$ cat config.mk
export PLATFORM = sky130hd
export DESIGN_NAME = ilen_predecode
export DESIGN_NICKNAME = d
export VERILOG_FILES = /design/src/rtl/ilen_pkg.sv /design/src/rtl/ilen_classify.sv /design/src/rtl/ilen_assemble.sv /design/src/rtl/ilen_predecode.sv
export SDC_FILE = /design/constraint.sdc
export NUM_CORES = 1
export LEC_CHECK = 0
export ABC_AREA = 1
export CAP_MARGIN = 30
export CORE_UTILIZATION = 39
export CTS_BUF_LIST = sky130_fd_sc_hd__clkbuf_8
export DETAILED_ROUTE_END_ITERATION = 10
export DONT_BUFFER_PORTS = 1
export GPL_ROUTABILITY_DRIVEN = 0
export PLACE_DENSITY = 0.58
export REMOVE_ABC_BUFFERS = 1
export SKIP_CTS_REPAIR_TIMING = 1
export SLEW_MARGIN = 20
export SYNTH_ARGS = -nofsm -noshare
export SYNTH_HDL_FRONTEND = slang
export SYNTH_SLANG_ARGS = --single-unit
$ cat constraint.sdc
create_clock -name clk -period 3.4 [get_ports clk]
set_input_delay 0.17 -clock clk [delete_from_list [all_inputs] [get_ports clk]]
set_output_delay 0.17 -clock clk [all_outputs]
set_load 0.01 [all_outputs]
$ cat src/rtl/ilen_pkg.sv
package ilen_pkg;
  localparam int unsigned OPC_W       = 6;
  localparam int unsigned MAX_PARCELS = 4;
  localparam int unsigned CNT_W       = $clog2(MAX_PARCELS + 1);

  typedef enum logic [2:0] {
    ILC_C16  = 3'd0,
    ILC_W32  = 3'd1,
    ILC_P48  = 3'd2,
    ILC_P64  = 3'd3,
    ILC_VBLK = 3'd4
  } ilen_cls_e;

  // Length class from the major opcode; escape gates the extended classes.
  function automatic ilen_cls_e class_of(input logic [OPC_W-1:0] opc, input logic esc);
    ilen_cls_e c;
    c = ILC_W32;
    if (esc && (opc[OPC_W-1:3] == '0)) begin
      case (opc[2:1])
        2'd0:    c = ILC_C16;
        2'd1:    c = ILC_P48;
        2'd2:    c = ILC_P64;
        default: c = ILC_VBLK;
      endcase
    end
    return c;
  endfunction

  // Number of parcels the block gathers for a class.
  function automatic logic [CNT_W-1:0] parcels_of(input ilen_cls_e c);
    logic [CNT_W-1:0] n;
    case (c)
      ILC_C16:  n = CNT_W'(1);
      ILC_W32:  n = CNT_W'(2);
      ILC_P48:  n = CNT_W'(3);
      ILC_P64:  n = CNT_W'(4);
      default:  n = CNT_W'(1);
    endcase
    return n;
  endfunction
endpackage

$ cat src/rtl/ilen_classify.sv
module ilen_classify
  import ilen_pkg::*;
(
  input  logic [OPC_W-1:0] opc,
  input  logic             esc,
  output ilen_cls_e        cls,
  output logic [CNT_W-1:0] nparc
);
  always_comb begin
    cls   = class_of(opc, esc);
    nparc = parcels_of(cls);
  end
endmodule

$ cat src/rtl/ilen_assemble.sv
module ilen_assemble
  import ilen_pkg::*;
#(
  parameter int unsigned PARCEL_W = 16
) (
  input  logic                            clk,
  input  logic                            rst_n,
  input  logic                            flush,
  input  logic                            in_valid,
  output logic                            in_ready,
  input  logic [PARCEL_W-1:0]             in_parcel,
  input  ilen_cls_e                       cls_in,
  input  logic [CNT_W-1:0]                need_in,
  output logic                            first_parcel,
  output logic                            out_valid,
  input  logic                            out_ready,
  output logic [PARCEL_W*MAX_PARCELS-1:0] out_insn,
  output ilen_cls_e                       out_class
);
  localparam int unsigned INSN_W = PARCEL_W * MAX_PARCELS;

  logic [CNT_W-1:0] cnt_q;
  logic [CNT_W-1:0] need_q;
  ilen_cls_e        cls_q;
  logic             vld_q;

  // Named events for the checker and readability.
  logic             accept;
  logic             last_parcel;
  logic [CNT_W-1:0] need_now;

  assign in_ready     = !vld_q;
  assign accept       = in_valid && in_ready;
  assign first_parcel = (cnt_q == '0);
  assign need_now     = first_parcel ? need_in : need_q;
  assign last_parcel  = accept && ((cnt_q + CNT_W'(1)) == need_now);

  always_ff @(posedge clk) begin
    if (!rst_n || flush) begin
      cnt_q  <= '0;
      vld_q  <= 1'b0;
      need_q <= '0;
      cls_q  <= ILC_W32;
    end else begin
      if (accept && first_parcel) begin
        need_q <= need_in;
        cls_q  <= cls_in;
      end
      if (last_parcel) begin
        cnt_q <= '0;
      end else if (accept) begin
        cnt_q <= cnt_q + CNT_W'(1);
      end
      if (last_parcel) begin
        vld_q <= 1'b1;
      end else if (out_ready) begin
        vld_q <= 1'b0;
      end
    end
  end

  generate
    for (genvar g = 0; g < MAX_PARCELS; g++) begin : g_slot
      logic [PARCEL_W-1:0] slot_q;
      always_ff @(posedge clk) begin
        if (!rst_n) begin
          slot_q <= '0;
        end else if (accept && (cnt_q == CNT_W'(g))) begin
          slot_q <= in_parcel;
        end else if (accept && first_parcel) begin
          slot_q <= '0;
        end
      end
      assign out_insn[INSN_W-1-g*PARCEL_W -: PARCEL_W] = slot_q;
    end
  endgenerate

  assign out_valid = vld_q;
  assign out_class = cls_q;
endmodule

$ cat src/rtl/ilen_predecode.sv
module ilen_predecode
  import ilen_pkg::*;
#(
  parameter int unsigned PARCEL_W = 16
) (
  input  logic                            clk,
  input  logic                            rst_n,
  input  logic                            flush,
  input  logic                            esc_en,
  input  logic                            in_valid,
  output logic                            in_ready,
  input  logic [PARCEL_W-1:0]             in_parcel,
  output logic                            out_valid,
  input  logic                            out_ready,
  output logic [PARCEL_W*MAX_PARCELS-1:0] out_insn,
  output logic [2:0]                      out_class
);
  ilen_cls_e        cls_w;
  ilen_cls_e        out_cls_w;
  logic [CNT_W-1:0] need_w;
  logic             first_w;

  ilen_classify u_classify (
    .opc   (in_parcel[PARCEL_W-1 -: OPC_W]),
    .esc   (esc_en),
    .cls   (cls_w),
    .nparc (need_w)
  );

  ilen_assemble #(.PARCEL_W(PARCEL_W)) u_assemble (
    .clk          (clk),
    .rst_n        (rst_n),
    .flush        (flush),
    .in_valid     (in_valid),
    .in_ready     (in_ready),
    .in_parcel    (in_parcel),
    .cls_in       (cls_w),
    .need_in      (need_w),
    .first_parcel (first_w),
    .out_valid    (out_valid),
    .out_ready    (out_ready),
    .out_insn     (out_insn),
    .out_class    (out_cls_w)
  );

  assign out_class = out_cls_w;

  logic unused_first;
  assign unused_first = first_w;
endmodule

-- Yosys cells after proc, flatten, opt, wreduce, memory -nomap -nowiden
Cells that the tools add are included.
- $add $sub $neg: 1
- equal/unequal tests: 9
- muxes and demuxes: 10
- reduce and logical (&&, ||, !) cells: 18
- operators by type and width (operator ; count):
    16-bit 2-to-1 mux ; 4
    3-bit one-hot mux with 3 select lines ; 2
    3-bit by 2-bit equality test with 1-bit output, second input constant ; 4
    2-bit nonzero test ; 4
    1-bit logical AND ; 7
    3-bit by 1-bit equality test with 1-bit output, second input constant ; 2
    3-bit logical NOT ; 2
    3-bit 2-to-1 mux ; 2
    3-bit by 1-bit adder with 3-bit output, second input constant ; 1
    3-bit equality test ; 1
    2-bit by 1-bit equality test with 1-bit output, second input constant ; 1
    2-bit equality test, second input constant ; 1
    1-bit logical NOT ; 2
    2-bit logical NOT ; 1
    1-bit 2-to-1 mux ; 2
    2-bit OR reduction ; 1
    1-bit logical OR ; 1
- register bits: 74
- input bits: 22
- output and inout bits: 69
- logic and storage cells: 46

-- Longest topological paths before layout
- depth in word-level cells: 9
- mapped depth: 13

-- Hierarchy
From an unflattened synthesis, not the netlist that was laid out.
- cells, all modules: 402
- area total of the unflattened synthesis: 3209.3 um^2
- by module, submodules not included (module ; times used ; cells an instance ; area an instance (um^2) ; seq. area each (um^2)):
    ilen_assemble ; 1 ; 377 ; 3049.2 ; 1481.4
    ilen_classify ; 1 ; 25 ; 160.2 ; 0.0

-- Worst setup path after synthesis
No wires, ideal clock.
- path type: reg-to-reg
- start point: register u_assemble.cnt_q[2]
- end point: register u_assemble.g_slot[3].slot_q[0]
- setup time: 0.132 ns
- data arrival time: 1.587 ns
- data required time: 3.268 ns
- path slack: 1.681 ns
- stages on the path, launching flop included: 9
- buffers on the path: 3
- clock period less this slack: 1.719 ns
- cell sequence: dfxtp_1 -> inv_2 -> clkbuf_1 -> ha_1 -> clkbuf_1 -> nand2_1 -> buf_2 -> nand3_1 -> a21oi_1
- longest elaborated chain between the ends: 3
- elaborated cells on any way between the ends: 6
- ends and longest elaborated chain (item ; RTL line ; source):
    start, declared ; ilen_assemble.sv:22 ; logic [CNT_W-1:0] cnt_q;
    start signal, assigned ; ilen_assemble.sv:52 ; cnt_q <= cnt_q + CNT_W'(1);
    3-bit by 2-bit equality test with 1-bit output or 3-bit logical NOT (tied branches) ; ilen_assemble.sv:68, ilen_assemble.sv:34 ;
    1-bit logical AND (on tied branches) ; ilen_assemble.sv:68, ilen_assemble.sv:70 ;
    16-bit 2-to-1 mux or 2-bit nonzero test (tied branches) ; - ;
    end signal, assigned ; ilen_assemble.sv:69 ; slot_q <= in_parcel;
    end, declared ; ilen_assemble.sv:64 ; logic [PARCEL_W-1:0] slot_q;
Several ways; a longest one is shown, not always the timed one.
A chain may end at the register's enable or synchronous reset.

-- Worst setup path in the final report
- start point: register u_assemble.cnt_q[0]
- end point: register u_assemble.g_slot[0].slot_q[5]
- longest elaborated chain between the ends: 2
- ends and longest elaborated chain (item ; RTL line):
    3-bit logical NOT ; ilen_assemble.sv:34, ilen_assemble.sv:68
    1-bit logical AND ; ilen_assemble.sv:68, ilen_assemble.sv:70
    end signal, assigned ; ilen_assemble.sv:69
    end, declared ; ilen_assemble.sv:64
No other way between the ends.

==> results.toml <==
[run_status]
status = "finished, violations left"
violations = "hold timing"

[setup_path]
cp.required_ns = 3.69
crit_type = "flop to flop"
cp.arrival_ns = 2.62
r2r_start = "u_assemble.cnt_q[0]"
startpoint = "u_assemble.cnt_q[0]"
reg2reg_to = "u_assemble.g_slot[0].slot_q[5]"
reg2reg_depth = 9
critPathCapture = "u_assemble.g_slot[0].slot_q[5]"
crit_path_end_kind = "flop"
start_kind = "flop"
crit_fanout = 44
ff2ff_setup_slack_ns = 1.07

[synthesis]
yosysWarnings = 0
syn_avg_cell_area_sq_um = 7.885
synth_area_sq_mm = 0.003052
yosys_most_used_dff = "dfxtp_1"
syn_inst = 387
yosysUniqueCellTypes = 21
ys_ff_latch = 74
async_reset_ff_share_pct = 0
synth-edff-count = 0
yosysSeqAreaShare_pct = 48.54

[final_layout]
final.fill_count = 758
area_growth_pct = 16.07
n_antenna_cell = 0
mostFrequentLayoutCells = "dfxtp_1 (74), nand3_1 (73), a21oi_1 (58)"
nNetsFinal = 421
final_common_cell = "dfxtp_1"
drive_gt1_share_pct = 8.586

[sta]
fin_skew_ns = 0.008683
finalSetupViolCount = 0
clock.fmax_ghz = 0.4287
finalHoldViolCount = 10
rsz0062_at_grt = "false"
holdWs_ns = -0.03275
worst_pin_slew_ns = 0.8680
final-max-slew-violation-count = 0
relSlewSlack_pct = 42.07
post-route-period-util_pct = 68.60
period_needed_ns = 2.333
setup_ws_ns = 1.067
finalSetupTns_ns = 0

[detailed_routing]
wl_per_cell_um = 18.18
drc = 0
viasPerCell = 5.695
vias = 2819
drtIter0Drc = 126
wl_um = 8999
firstDrtPassIters = 4
antenna_left = 0

[flow_run]
max-cap-violations = 0

[cts]
clock_sinks = 74
cts-buffers-inserted = 9
htreeDepth = 3
clk-insertion-delay-late_ns = 0.34
root_buffer = "clkbuf_8"
cts_max_path_buffers = 2
cts.clk_slew.worst_paths_ns = 0.08
cts_tree = "done"

[floorplanning]
dieArea_sq_mm = 0.008182
rows = 31
ios = 91
initial_core_util_pct = 41.19
die_h_um = 90.46
die_w_um = 90.46
core-area_sq_mm = 0.007408

[global_routing]
grt_pass1_wl_um = 13420
grt_pass1_vias = 2487
track_usage_pct = 21.11
antenna_found_initial = 0
grt_start_max_net_pins = 45
grt_overflow = 0

[place]
hpwl_um = 5399
post-place-ws_ns = 1.079
portBuffers = 0

[power_and_ir_drop]
ir_drop_v = 0.0003054
power.density_mw_per_mm2 = 549.2
power_mw = 1.945
p_leak_nw = 1.263

[min_path]
hp-class = "primary input to flop"
-- area by class of cell --
cell class | count | area (sq um) | share of cell area (%)
Clock buffer | 10 | 137.6 | 3.886
Timing Repair Buffer | 26 | 257.7 | 7.277
Clock inverter | 5 | 102.6 | 2.896
Multi-Input combinational cell | 260 | 1360 | 38.40
Sequential cell | 74 | 1481 | 41.82
Inverter | 21 | 78.83 | 2.225
Tap cell | 99 | 123.9 | 3.497
-- kinds of logic (layout without fill, tap and decap cells) --
logic type,Yosys count,in the layout,share of synthesized area [%]
compound gates,82,82,13.53
xor+xnor,1,1,0.2871
flops,74,74,48.54
fa+ha+maj,7,7,2.870
simple gates,170,170,27.88
buf+inv,53,62,6.888
-- sequential cells by signal, indices dropped and copies added (netlist names) --
signal                    cells
u_assemble.g_slot.slot_q     64
u_assemble.cnt_q              3
u_assemble.need_q             3
u_assemble.out_class          3
u_assemble.out_valid          1
-- how the worst min path moves through the flow --
stage               cells after the start                              end           from  slack [ns]
global placement                        2   u_assemble.g_slot[0].slot_q[2]   in_parcel[2]        0.31
finish                                  2  u_assemble.g_slot[0].slot_q[12]          rst_n       -0.03
detailed placement                      2  u_assemble.g_slot[0].slot_q[14]  in_parcel[14]        0.31
floorplan                               2  u_assemble.g_slot[0].slot_q[14]  in_parcel[14]        0.30
global route                            2  u_assemble.g_slot[1].slot_q[15]  in_parcel[15]      0.0003
CTS                                     2   u_assemble.g_slot[0].slot_q[7]          rst_n       -0.06
-- synthesized netlist by cell type, types with 3 or more instances --
cell type  instances  area, sq um
nand3_1           73        365.4
ha_1               7        87.58
nand2_2            3        18.77
nor2_1            32        120.1
inv_1             15        56.30
inv_2              6        22.52
nand2_1           22        82.58
buf_2              9        45.04
nand4_1           34        212.7
clkbuf_1          23        86.33
a21oi_1           58        290.3
dfxtp_1           74         1481
o21ai_0           21        105.1
-- stage by stage --
stage | util (%) | instance area (sq um) | std cells | hold slack [ns]
6_report | 47.81 | 3542 | 495 | -0.03275
3_3_place_gp | 41.60 | 3082 | 459 | 0.3082
3_5_place_dp | 41.87 | 3102 | 460 | 0.3073
5_1_grt | 47.81 | 3542 | 495 | 0.0003044
2_1_floorplan | - | 2920 | 355 | 0.2974
4_1_cts | 45.11 | 3342 | 475 | -0.06255
-- metal layers --
layer	wire length (um)	vias to the layer above	track usage, %	part of all wire (%)
met5	0	-	0	0
met4	119	0	7.930	1.3
met3	808	12	6.650	9.0
met2	4186	116	32.44	47
met1	3884	1324	27.59	43
li1	-	1367	-	-
-- critical path, cell delays in order, from the launching register on --
cell	delay, ns
dfxtp_1	0.42
inv_1	0.11
ha_1	0.24
nand2_4	0.12
nor2_4	0.04
inv_2	0.33
buf_12	0.28
nor2_1	0.06
nor2_1	0.09
dlygate4sd3_1	0.55
-- power by group --
| group | total (mW) | switching [mW] | leakage, nW | internal, mW |
|---|---|---|---|---|
| sequential | 0.929 | 0.0326 | 0.601 | 0.897 |
| combinational | 0.197 | 0.134 | 0.544 | 0.0632 |
| clock | 0.819 | 0.317 | 0.118 | 0.502 |
No activity file was read; power rests on OpenSTA's default activity.
